==> config.mk <==
export PLATFORM = sky130hd
export DESIGN_NAME = mux_bus_ctrl
export DESIGN_NICKNAME = d
export VERILOG_FILES = /design/src/rtl/mux_bus_pkg.sv /design/src/rtl/mux_bus_seq.sv /design/src/rtl/mux_bus_strobe.sv /design/src/rtl/mux_bus_lanes.sv /design/src/rtl/mux_bus_ctrl.sv
export SDC_FILE = /design/constraint.sdc
export NUM_CORES = 1
export LEC_CHECK = 0
export BUFFER_PORTS_ARGS = -buffer_cell sky130_fd_sc_hd__buf_2
export CORE_MARGIN = 3
export CORE_UTILIZATION = 45
export DETAILED_ROUTE_END_ITERATION = 12
export PLACE_DENSITY = 0.78
export SLEW_MARGIN = 15
export SYNTH_ARGS = -nofsm -noshare
export SYNTH_HDL_FRONTEND = slang
export SYNTH_SLANG_ARGS = --single-unit
==> constraint.sdc <==
create_clock -name clk -period 2.6 [get_ports clk]
set_input_delay 0.13 -clock clk [delete_from_list [all_inputs] [get_ports clk]]
set_output_delay 0.13 -clock clk [all_outputs]
set_load 0.05 [all_outputs]
==> src/rtl/mux_bus_pkg.sv <==
package mux_bus_pkg;
  typedef enum logic [1:0] {
    PH_IDLE = 2'd0,
    PH_ALE  = 2'd1,
    PH_HOLD = 2'd2,
    PH_CMD  = 2'd3
  } phase_t;

  typedef struct packed {
    logic        write;
    logic        word;
    logic        wide;
    logic [15:0] addr;
    logic [15:0] wdata;
  } acc_t;
endpackage

==> src/rtl/mux_bus_seq.sv <==
module mux_bus_seq
  import mux_bus_pkg::*;
#(
  parameter int CNT_W = 4
) (
  input  logic             clk,
  input  logic             rst_n,
  input  logic             start,
  input  logic [CNT_W-1:0] len_ale,
  input  logic [CNT_W-1:0] len_hold,
  input  logic [CNT_W-1:0] len_cmd,
  output phase_t           phase,
  output logic             finish
);
  logic [CNT_W-1:0] remain;

  function automatic logic [CNT_W-1:0] first_val(input logic [CNT_W-1:0] v);
    return (v == '0) ? '0 : v - 1'b1;
  endfunction

  always_ff @(posedge clk or negedge rst_n) begin
    if (!rst_n) begin
      phase  <= PH_IDLE;
      remain <= '0;
    end else begin
      unique case (phase)
        PH_IDLE: if (start) begin
          phase  <= PH_ALE;
          remain <= first_val(len_ale);
        end
        PH_ALE: if (remain == '0) begin
          phase  <= PH_HOLD;
          remain <= first_val(len_hold);
        end else begin
          remain <= remain - 1'b1;
        end
        PH_HOLD: if (remain == '0) begin
          phase  <= PH_CMD;
          remain <= first_val(len_cmd);
        end else begin
          remain <= remain - 1'b1;
        end
        PH_CMD: if (remain == '0) begin
          phase <= PH_IDLE;
        end else begin
          remain <= remain - 1'b1;
        end
        default: phase <= PH_IDLE;
      endcase
    end
  end

  assign finish = (phase == PH_CMD) && (remain == '0);
endmodule

==> src/rtl/mux_bus_strobe.sv <==
module mux_bus_strobe
  import mux_bus_pkg::*;
(
  input  phase_t phase,
  input  acc_t   acc,
  output logic   rd_n,
  output logic   wr_n,
  output logic   wrl_n,
  output logic   wrh_n
);
  logic cmd_on;
  assign cmd_on = (phase == PH_CMD);

  always_comb begin
    rd_n  = 1'b1;
    wr_n  = 1'b1;
    wrl_n = 1'b1;
    wrh_n = 1'b1;
    if (cmd_on) begin
      if (!acc.write) begin
        rd_n = 1'b0;
      end else if (!acc.wide) begin
        wr_n = 1'b0;
      end else if (acc.word) begin
        wrl_n = 1'b0;
        wrh_n = 1'b0;
      end else if (acc.addr[0]) begin
        wrh_n = 1'b0;
      end else begin
        wrl_n = 1'b0;
      end
    end
  end
endmodule

==> src/rtl/mux_bus_lanes.sv <==
module mux_bus_lanes
  import mux_bus_pkg::*;
(
  input  logic        clk,
  input  logic        rst_n,
  input  phase_t      phase,
  input  logic        start,
  input  logic        finish,
  input  acc_t        acc,
  input  logic [15:0] ad_in,
  output logic [15:0] ad_out,
  output logic [1:0]  ad_oe,
  output logic [15:0] rdata
);
  logic        park_wr;
  logic [15:0] addr_pat;
  logic [15:0] wr_pat;
  logic [15:0] rd_pick;

  assign addr_pat = (acc.wide && acc.word) ? {acc.addr[15:1], 1'b0} : acc.addr;

  always_comb begin
    if (!acc.wide)     wr_pat = {acc.addr[15:8], acc.wdata[7:0]};
    else if (acc.word) wr_pat = acc.wdata;
    else               wr_pat = {acc.wdata[7:0], acc.wdata[7:0]};
  end

  always_comb begin
    if (!acc.wide)         rd_pick = {8'h00, ad_in[7:0]};
    else if (acc.word)     rd_pick = ad_in;
    else if (acc.addr[0])  rd_pick = {8'h00, ad_in[15:8]};
    else                   rd_pick = {8'h00, ad_in[7:0]};
  end

  always_comb begin
    ad_out = 16'h0000;
    ad_oe  = 2'b00;
    unique case (phase)
      PH_ALE, PH_HOLD: begin
        ad_out = addr_pat;
        ad_oe  = 2'b11;
      end
      PH_CMD: begin
        if (acc.write) begin
          ad_out = wr_pat;
          ad_oe  = 2'b11;
        end else if (!acc.wide) begin
          ad_out = {acc.addr[15:8], 8'h00};
          ad_oe  = 2'b10;
        end
      end
      default: begin
        if (park_wr) begin
          ad_out = wr_pat;
          ad_oe  = 2'b11;
        end
      end
    endcase
  end

  always_ff @(posedge clk or negedge rst_n) begin
    if (!rst_n) begin
      park_wr <= 1'b0;
      rdata   <= 16'h0000;
    end else begin
      if (start)
        park_wr <= 1'b0;
      else if (finish)
        park_wr <= acc.write;
      if (finish && !acc.write)
        rdata <= rd_pick;
    end
  end
endmodule

==> src/rtl/mux_bus_ctrl.sv <==
module mux_bus_ctrl
  import mux_bus_pkg::*;
#(
  parameter int ADDR_W = 24,
  parameter int CNT_W  = 4
) (
  input  logic              clk,
  input  logic              rst_n,
  input  logic              bus_wide,
  input  logic [CNT_W-1:0]  cfg_ale_len,
  input  logic [CNT_W-1:0]  cfg_hold_len,
  input  logic [CNT_W-1:0]  cfg_cmd_len,
  input  logic              req_valid,
  output logic              req_ready,
  input  logic [ADDR_W-1:0] req_addr,
  input  logic [15:0]       req_wdata,
  input  logic              req_write,
  input  logic              req_word,
  output logic              rsp_valid,
  output logic [15:0]       rsp_rdata,
  output logic              ale,
  output logic              rd_n,
  output logic              wr_n,
  output logic              wrl_n,
  output logic              wrh_n,
  output logic [15:0]       ad_out,
  output logic [1:0]        ad_oe,
  input  logic [15:0]       ad_in,
  output logic [ADDR_W-17:0] up_addr
);
  localparam int UP_W = ADDR_W - 16;

  phase_t phase;
  logic   start;
  logic   finish;
  acc_t   acc;

  assign req_ready = (phase == PH_IDLE);
  assign start     = req_valid && req_ready;
  assign ale       = (phase == PH_ALE);

  always_ff @(posedge clk or negedge rst_n) begin
    if (!rst_n) begin
      acc       <= '0;
      up_addr   <= '0;
      rsp_valid <= 1'b0;
    end else begin
      rsp_valid <= finish;
      if (start) begin
        acc.write <= req_write;
        acc.word  <= req_word;
        acc.wide  <= bus_wide;
        acc.addr  <= req_addr[15:0];
        acc.wdata <= req_wdata;
        up_addr   <= req_addr[ADDR_W-1 -: UP_W];
      end
    end
  end

  mux_bus_seq #(.CNT_W(CNT_W)) u_seq (
    .clk      (clk),
    .rst_n    (rst_n),
    .start    (start),
    .len_ale  (cfg_ale_len),
    .len_hold (cfg_hold_len),
    .len_cmd  (cfg_cmd_len),
    .phase    (phase),
    .finish   (finish)
  );

  mux_bus_strobe u_strobe (
    .phase (phase),
    .acc   (acc),
    .rd_n  (rd_n),
    .wr_n  (wr_n),
    .wrl_n (wrl_n),
    .wrh_n (wrh_n)
  );

  mux_bus_lanes u_lanes (
    .clk    (clk),
    .rst_n  (rst_n),
    .phase  (phase),
    .start  (start),
    .finish (finish),
    .acc    (acc),
    .ad_in  (ad_in),
    .ad_out (ad_out),
    .ad_oe  (ad_oe),
    .rdata  (rsp_rdata)
  );
endmodule

# Word-level counts from Yosys, hierarchy flattened
# Index checks and enable logic that the tools add are counted.
dict set report word_totals {
  register_bits 67
  in_bits 74
  output_inout_bits 49
  word_cells 81
}
dict set report op_classes {
  n_addsub 4
  n_eq_ne 8
  mux 44
  n_reduce_logical 14
}
# operator count
set op_table {}
lappend op_table {{16-bit 2-to-1 mux} 7}
lappend op_table {{16-bit case mux with 2 select lines} 1}
lappend op_table {{4-bit 2-to-1 mux} 7}
lappend op_table {{1-bit 2-to-1 mux} 18}
lappend op_table {{4-bit logical NOT} 4}
lappend op_table {{4-bit case mux with 4 select lines} 1}
lappend op_table {{4-bit by 1-bit subtractor with 4-bit output, second input constant} 4}
lappend op_table {{2-bit 2-to-1 mux} 7}
lappend op_table {{8-bit 2-to-1 mux} 1}
lappend op_table {{2-bit case mux with 4 select lines} 1}
lappend op_table {{2-bit inequality test, second input constant} 3}
lappend op_table {{2-bit == test, second input constant} 2}
lappend op_table {{1-bit logical AND} 4}
lappend op_table {{2-bit by 1-bit inequality test with 1-bit output, second input constant} 2}
lappend op_table {{2-bit case mux with 2 select lines} 1}
lappend op_table {{4-bit AND reduction} 1}
lappend op_table {{2-bit by 1-bit == test with 1-bit output, second input constant} 1}
lappend op_table {{2-bit logical NOT} 1}
lappend op_table {{2-bit AND reduction} 1}
lappend op_table {{2-bit nonzero test} 1}
lappend op_table {{2-bit OR reduction} 1}
lappend op_table {{1-bit logical NOT} 1}

# Longest topological paths before layout
# Gate-level depths: netlist of the first run.
dict set report depth {
  word_depth 5
  ltp_mapped 8
  mapped_depth_nobuf 7
}

# Cells and area by module
# A second synthesis of the first run with hierarchy kept.
dict set report hier_totals {
  hier_cells 324
  hier_area_um2 3813.7
}
# mod instances cells_each area_each_um2 seq_area_each_um2
set by_module_without_submodules {}
lappend by_module_without_submodules {mux_bus_ctrl 1 95 1848.0 1101.1}
lappend by_module_without_submodules {mux_bus_lanes 1 122 1168.6 425.4}
lappend by_module_without_submodules {mux_bus_seq 1 101 758.2 150.1}
lappend by_module_without_submodules {mux_bus_strobe 1 6 38.8 0.0}

# Least setup slack after synthesis of the first run
# OpenSTA, ideal clock, no wires.
dict set report synth_timing {
  path_kind {reg2out}
  from {reg u_seq.phase[0]}
  to {out ad_out[10]}
  arrival_time_ns 2.692
  t_required_ns 2.470
  slack_ns -0.222
  stages_incl_launch_ff 8
  n_path_buf 2
  cell_sequence {dfrtp_1 > inv_1 > ha_1 > buf_2 > and2_1 > buf_2 > o21ai_2 > o21ai_0}
}
dict set report synth_between {
  elab_chain_len 3
  word_cells_on_any_way 5
  cone_classes {eq/ne: 3; mux: 1; reduce/logical: 1}
}
# element line
set synth_lines {}
lappend synth_lines {{start, declared} mux_bus_seq.sv:12} ;# output phase_t phase,
lappend synth_lines {{start signal, assigned} mux_bus_seq.sv:23} ;# phase <= PH_IDLE;
lappend synth_lines {{start signal, assigned} mux_bus_seq.sv:28} ;# phase <= PH_ALE;
lappend synth_lines {{start signal, assigned} mux_bus_seq.sv:32} ;# phase <= PH_HOLD;
lappend synth_lines {{2-bit by 1-bit == test with 1-bit output / 2-bit == test (equally long branches)} mux_bus_lanes.sv:38} ;# unique case (phase)
lappend synth_lines {{2-bit OR reduction} mux_bus_lanes.sv:38}
lappend synth_lines {{16-bit case mux with 2 select lines (*)} mux_bus_lanes.sv:38}
lappend synth_lines {{end, declared} mux_bus_ctrl.sv:26} ;# output logic [15:0] ad_out,
# Every way passes the cells marked *; elsewhere a longest branch is shown, timed or not.

# Final worst setup path of the first run
dict set report layout_timing {
  from {reg u_seq.phase[0]}
  to {out ad_out[15]}
}
# The elaborated chain is that of the path after synthesis.

==> results of run 1 <==
==> cells in the final DEF, fill, tap and decap left out, drive strengths merged <==
cell type,count
bufinv,1
and2,3
clkinv,2
o22ai,2
mux2i,19
nand2b,9
nor2,13
buf,133
nor3,5
inv,11
o32a,1
o211ai,4
a21oi,5
a2111oi,1
nand4,1
or3,1
clkinvlp,1
a31oi,4
mux2,44
or4b,1
clkbuf,11
a21boi,1
nand2,39
ha,9
nor2b,2
o211a,1
o21bai,2
a211o,1
nand3b,4
a22oi,9
dlygate4sd3,2
o31ai,1
o21ai,42
nor3b,2
nand3,9
a32oi,1
dfrtp,67
==> worst paths after layout <==
check | from | end | cells after the start
max in group asynchronous | rst_n | u_lanes.rdata[0] | 3
worst max register to register | u_seq.remain[0] | u_lanes.rdata[0] | 8
min in group asynchronous | rst_n | up_addr[0] | 2
worst max-delay path | u_seq.phase[0] | ad_out[15] | 6
worst min-delay path | req_wdata[6] | acc[6] | 2
worst min register to register | u_lanes.rdata[1] | u_lanes.rdata[1] | 2
==> cells by family (layout without fill, tap and decap cells) <==
family | count (synthesis) | count (layout) | share of synthesized area (%)
AO/OA/AOI/OAI | 75 | 75 | 13.6
adder cells (fa/ha/maj) | 9 | 9 | 3.20
buffers and inverters | 29 | 161 | 3.84
flip-flops | 67 | 67 | 47.7
multiplexers | 63 | 63 | 19.5
AND/OR/NAND/NOR | 89 | 89 | 12.2
==> stage by stage <==
stage / area (µm²) / worst slack, ns / setup TNS, ns / utilization (%)
4_1_cts: 4470 / 0.229 / 0 / 60.3
3_5_place_dp: 4260 / 0.600 / 0 / 57.4
3_3_place_gp: 4260 / 0.700 / 0 / 57.4
6_report: 4480 / 0.271 / 0 / 60.4
5_1_grt: 4480 / 0.0738 / 0 / 60.4
2_1_floorplan: 3520 / -0.221 / -1.77 / -
==> cell type report <==
cell class	count	area (µm²)
Fill cell	609	2930
Timing Repair Buffer	135	726
Sequential cell	67	1680
Multi-Input combinational cell	236	1710
Tap cell	99	124
Clock inverter	5	60.1
Clock buffer	11	141
Inverter	10	37.5
==> routing by layer <==
| layer | GRT usage, % | part of all wire (%) | vias up |
|---|---|---|---|
| met1 | 25.8 | 43 | 1404 |
| li1 | - | - | 1435 |
| met4 | 5.29 | 1.7 | 0 |
| met5 | 0 | 0 | - |
| met2 | 31.4 | 47 | 98 |
| met3 | 6.77 | 8.2 | 11 |
==> worst register-to-register path, cell delays in order, from the launching register on <==
cell	delay (ns)
dfrtp_1	0.39
inv_1	0.08
ha_1	0.23
nor3b_2	0.36
buf_4	0.25
nand3b_1	0.09
buf_4	0.23
nand2_1	0.09
o21ai_0	0.08
==> flip-flops by register name, indices dropped and copies added (netlist names) <==
signal,flops
acc,35
rsp_valid,1
u_lanes.park_wr,1
u_lanes.rdata,16
u_seq.phase,2
u_seq.remain,4
up_addr,8
==> timing repair <==
item | CTS | global route
endpoints found under the hold margin | 41 | 1
hold buffers | 1 | 1
gates resized for setup | 0 | 0
buffers inserted | 0 | 0
==> reports/summary.md, run 1 <==
After detailed routing, the average wire length per cell comes to 15.2 µm. The number of global-route vias before repair was 2904; the overall die area was 8910 µm². The logs give 0 for the post-route antenna net violation count and 0.34 ns for the insertion delay of the later-clocked pin in the worst-skew pair. The number of search-and-repair iterations in the first detailed-routing pass is 4, and the synthesized cell area is 3520 µm². The number of nets in the synthesized netlist is 415. In this run the core area contains 31 standard-cell rows. Total count of hold-check failures in the final report: 0. The max-capacitance violation count was 0; the number of distinct library cell variants in the gate-level netlist after synthesis was 43.

No sink is reached through more buffers than the 2 on the longest clock path. For this run, the top clock speed supported by timing is 429 MHz. Setup repair after global routing left no endpoint under its margin. At the end of routability-driven placement, the weighted congestion stood at 0.819. After layout, the worst path uses 89.6% of the clock period. The run gives 2948 as the number of vias in the routed layout.

For this run, asynchronously set or reset flops after synthesis account for 100%. For the number of antenna cells inserted, the log shows 0. Dividing the detail-routed via count by the number of cells gives 5.24. The slowest stage of the critical path is the dfrtp_1 cell. Number of setup violations in the final report: 0. On the worst path, the slowest cell contributes a delay of 0.41 ns. After synthesis, the most frequently instantiated cells are dfrtp_1, mux2_2, nand2_1.

The leading cell type by number of instances after synthesis is dfrtp_1. STA classifies the critical path endpoint as an output port. The final non-filler cell total was 563; the count of flip-flops with a built-in enable after synthesis was 0. For the pin with the worst max-slew slack, the measured transition is 0.953 ns. The tools report the wire length after detailed routing as 8570 µm. After synthesis, the cell types taking the most area are dfrtp_1, mux2_2, mux2i_1. The type of the setup path with the least slack is reg2out.

The tools report the data arrival at the endpoint of the critical path as 2.20 ns. The total half-perimeter wirelength after legalization and detailed placement is 6450 µm, and the die outline height is 94.4 µm. Global routing used 19.7% of the available tracks across all layers. The layout overhead on the synthesized area came out at 27.3%.

The cell accounting for the most synthesized area was dfrtp_1. The average cell area after synthesis is 10.6 µm², and the final setup skew is 0.0153 ns. The number of clock buffers added by TritonCTS is 9.

In this run the worst path has a maximum fanout of 13. The part of the Yosys area used for sequential elements was 47.7%. Counting flops and latches in the post-synthesis netlist gives 67. The cell family contributing the most delay on the critical path is simple AND/OR/NAND/NOR gates. The most instantiated flip-flop cell in the synthesis netlist is dfrtp_1. The number of max-slew violations in the final report is 0. Starting utilization of the core area: 47.5%. The number of buffer and inverter stages on the critical path works out to 1. Data on the critical path is required at its endpoint by 2.47 ns. The tools report the type of element launching the critical path as a flop. For the worst slew slack as a fraction of its limit, the log shows 36.5%. The post-CTS clock slew at the launch and capture registers of the worst setup and hold paths came out at 0.08 ns.

The width of the chip is 94.4 µm. TritonCTS built the clock tree. The global-route congestion overflow total was 0. The run finished with clean final reports.

Of the cells placed in the final design, the portion with a size suffix greater than 1 is 43.3%. The clock period could shrink to 2.33 ns. The number of sinks handled by clock tree synthesis came out at 67. The tools report the worst hold slack after final layout as 0.0137 ns.

Global-route wire length before repair: 13800 µm. The fraction of synthesized cell area taken by the top area cell type is 47.7%, and the number of buffers inserted by port buffering is 122. The kind of path behind the tightest hold check was in2reg.

The H-tree generated during clock tree synthesis spans 3 levels. The net count of the finished layout is 542. In this run, placement finished with an instance count of 545. Walking the worst path, the cells encountered are ha_1 > and2_1 > nor2b_1 > o21ai_2 > o21ai_0 > buf_2. The setup check on the worst reg-to-reg path leaves a slack of 0.67 ns. The violation count after the first detailed-route iteration came out at 131.

Entering global routing, the biggest net connects 46 pins. The number of instances in the synthesized netlist was 332; the number of top-level pins was 123. For this run, design rule violations remaining after detail routing come to 0. For this run, the number of Yosys warnings is 0. The cell at the root of the clock tree is clkbuf_8. For the area of the placeable core, the log shows 7410 µm². The run gives 0 as the initial antenna violation count.
Power of run 1 is left out: the tool's default activity adds up to more than one toggle a clock period on the data nets, which glitch-free logic cannot reach.
==> inputs of run 2 (changes only) <==
==> constraint.sdc (replaced) <==
create_clock -name clk -period 2.6 [get_ports clk]
set_input_delay 0 -clock clk [delete_from_list [all_inputs] [get_ports clk]]
set_output_delay 0 -clock clk [all_outputs]
set_load 0.05 [all_outputs]
==> run 2 against run 1 <==
First-iteration DRC count is 96% higher. Final cell count is 10% higher. Count of clock-buffer cells in the layout is 2 lower. Sequential share of layout area is 4.3 points lower. Design area is 13% higher. Routed wire length is 20% higher. Non-clock buffer count is 58 higher. Global-route usage is 4.1 points higher. Register-to-register slack worse by 0.37 ns. Via count is 10% higher. Setup slack worse by 0.066 ns. Critical path depth is 1 higher. Highest routed layer unchanged.
==> reports/summary.md, run 2 (synthesized netlist as in run 1, its figures left out) <==
The logs give 0 (unchanged) for the count of cells resized by post-cts repair and 0 (unchanged) for the initial antenna violation count. STA classifies the critical path startpoint as a flop. The number of global-route vias before repair was 3429 (+18%); the layout overhead on the synthesized area was 43.8%. Setup repair after global routing left no endpoint under its margin.

The actual slew at the worst max-slew pin came out at 0.839 ns (-0.114 ns). The number of buffers between clock root and the deepest sink is 2 (unchanged). The run gives 0 (unchanged) as the number of max-slew violations in the final report. The flow ran to the end, and the final reports show no timing, DRC or antenna violations. Cell at the root of the clock tree: clkbuf_8. The internal power of the cells totals 0.00347 W.

The total half-perimeter wirelength after legalization and detailed placement is 6260 µm (-3.0%). Leaving out fill and tap cells, the most frequent cells in the layout are buf_2, dfrtp_1, dlygate4sd3_1. The tools report the max-capacitance violation count as 0 (unchanged). The logs give 0 (unchanged) for the number of remaining DRC errors and 68 (+48%) for the maximum number of pins on one net before global-route repair. Most frequent standard cell in the layout excluding fill and tap cells: buf_2. The die outline height works out to 94.4 µm (unchanged). The number of buffers inserted to repair setup after CTS was 0 (unchanged).

The area of the placeable core is 7410 µm² (unchanged). The family of cells with the greatest summed delay on the critical path was buffers and inverters. For the number of top-level pins, the log shows 123 (unchanged). The tools report the type of element capturing the critical path as an output port. Logic depth of the worst register-to-register path: 4 (-4).

The minimum setup slack among reg-to-reg paths is 0.30 ns (-0.37 ns). Total count of hold-check failures in the final report: 0 (unchanged). The number of sinks handled by clock tree synthesis was 67 (unchanged); the fraction of the core area covered by cells at the end of the flow was 68.3% (+7.9 points).

The peak supply drop was 0.924 mV; the number of instances on the worst hold path was 3 (+1). For the part of the total power dissipated in combinational logic, the log shows 61.3%. The setup path with the least slack is of type reg2out. For the violation count after the first detailed-route iteration, the log shows 257 (+96%). The number of vias per cell is 5.24 (about the same), and the clock period minus worst slack is 2.39 ns (+0.0657 ns). The data arrival at the endpoint of the critical path was 2.39 ns (+0.19 ns). Per report_power, the clock group accounts for 12.0% of the total. The signal on the critical path passes through inv_1 > ha_1 > buf_4 > and2_1 > o21ai_2 > o21ai_0 > buf_2. The number of antenna cells inserted was 0 (unchanged); the leakage power total was 2.44 nW.

The fraction of layout instances using a drive strength above 1 was 38.5% (-4.8 points); the switching part of the total power was 53.2%. Portion of the clock cycle consumed by the worst path in the final layout: 92.1% (+2.5 points). TritonCTS built the clock tree. The post-CTS clock slew at the launch and capture registers of the worst setup and hold paths was 0.07 ns (about the same); the biggest fanout along the worst timing path was 15 (+2). The start point of the worst min-delay path is req_valid.

The logs give 600 (+11%) for the net count reported at finish and 31 (unchanged) for the row count. The run gives 0 (unchanged) as the number of setup violations in the final report. The global-route wire length before repair was 16300 µm (+19%).

In the final layout, the registers with the most flip-flops are acc (35), u_lanes.rdata (16), up_addr (8). Register with the most flip-flops: acc. The post-route antenna net violation count is 0 (unchanged), and the number of buffers inserted by port buffering is 122 (unchanged). The tools report the cell total after placement as 544 (-0.18%).

For the wire length after detailed routing, the log shows 10300 µm (+20%). The run gives 26.6% as the part of the power in registers. Beginning of the critical path: u_seq.phase[0]. The maximum operating frequency was 418 MHz (-2.7%).

The worst slew slack as a fraction of its limit is 44.1% (+7.6 points), and the final setup skew is 0.0211 ns (+0.00584 ns). The worst hold slack after final layout was 0.0293 ns (+0.0156 ns); the number of buffer and inverter stages on the critical path was 3 (+2). The H-tree depth was 3 (unchanged); the starting utilization of the core area was 47.5% (unchanged).

The area of placed instances was 4250 µm² (-0.18%); the final non-filler cell total was 621 (+10%). The data required time of the critical path came out at 2.60 ns (+0.13 ns). The logs give 8910 µm² (unchanged) for the overall die area and 4 (unchanged) for the number of search-and-repair iterations in the first detailed-routing pass. Number of gates on the worst path with buffers counted: 7 (+1). Global-route congestion overflow total: 0 (unchanged).

The number of vias in the routed layout was 3251 (+10%). Startpoint of the most critical register-to-register path: acc[32]. The flip-flop count of the largest register after layout works out to 35 (unchanged). The insertion delay of the later-clocked pin in the worst-skew pair was 0.36 ns (+0.02 ns). End of the worst register-to-register path: u_lanes.rdata[7]. The path with the worst hold slack has its endpoint at u_lanes.park_wr.

The width of the chip came out at 94.4 µm (unchanged). The path class of the tightest hold or removal check is in2reg. The total clock buffers created by CTS was 9 (unchanged); the final sum of negative setup slack was 0 ns (unchanged). The routed length per instance was 16.5 µm (+8.5%). The library cell contributing the largest single delay on the critical path is dfrtp_1. The delay of the slowest cell on the worst path came out at 0.42 ns (about the same). The run gives 0.00394 W as the net switching power figure. The combined global-route utilization of all metal layers is 23.8% (+4.1 points), and the area of all placed cells without fillers is 5060 µm² (+13%).

The final RePlAce weighted congestion was 0.861 (+5.2%). For this design the ratio of total power to cell area is 1470 nW/µm².
[run 2: cell types whose count changed in the layout (fill, tap and decap cells not counted)]
cell	change
o21ai_1	-8
buf_4	-1
clkinv_2	+1
clkbuf_1	-1
clkbuf_8	-1
dlygate4sd3_1	+59
inv_8	+1
o21ai_0	+8
[run 2: metal layers]
metal | global-route usage [%] | wire length, µm | up-vias | part of all wire [%]
met4 | 9.63 | 240 | 0 | 2.3
met3 | 5.98 | 692 | 27 | 6.7
li1 | - | - | 1544 | -
met5 | 0 | 0 | - | 0
met1 | 27.1 | 3960 | 1542 | 39
met2 | 42.7 | 5370 | 138 | 52
[run 2: worst reg2reg max path, stage by stage (launching register included)]
cell and delay [ns]:
dfrtp_1 0.69, nand3b_1 0.53, mux2i_1 0.31, dlygate4sd3_1 0.57
o21ai_1 0.06
[run 2: how the worst max path moves through the flow]
stage                            end  slack, ns
final                     ad_out[14]       0.21
after global routing      ad_out[14]      0.008
after CTS                  ad_out[8]       0.32
after detailed placement  ad_out[14]       0.71
after global placement    ad_out[11]       0.77
after floorplan           ad_out[10]      -0.09
[run 2: power groups by stage]
| stage | Combinational (W) | Sequential [W] | Clock, W |
|---|---|---|---|
| detailed placement | 0.00440 | 0.00196 | 0 |
| CTS | 0.00450 | 0.00195 | 0.000892 |
| global route | 0.00485 | 0.00204 | 0.000962 |
| finish | 0.00455 | 0.00197 | 0.000893 |
| floorplan | 0.00276 | 0.00254 | 0 |
| global placement | 0.00430 | 0.00193 | 0 |
[run 2: stage by stage]
step / setup WS, ns / power [W]
final: 0.205 / 0.00741
after global routing: 0.00838 / 0.00785
after CTS: 0.323 / 0.00733
after detailed placement: 0.714 / 0.00635
after global placement: 0.769 / 0.00624
after floorplan: -0.0907 / 0.00530
[run 2: area by class of cell]
cell class / count / area, µm²
clock inverters: 7 / 76.3
flip-flops and latches: 67 / 1680
repair buffers: 193 / 1310
well taps: 99 / 124
inverters: 10 / 37.5
clock buffers: 9 / 124
fillers: 538 / 2350
multi-input cells: 236 / 1710
[run 2: timing repair]
action	in CTS	in global routing
hold buffers	61	0
setup endpoints to repair	0	0
endpoints found under the hold margin	126	0
Power figures use the tool's default switching activity.
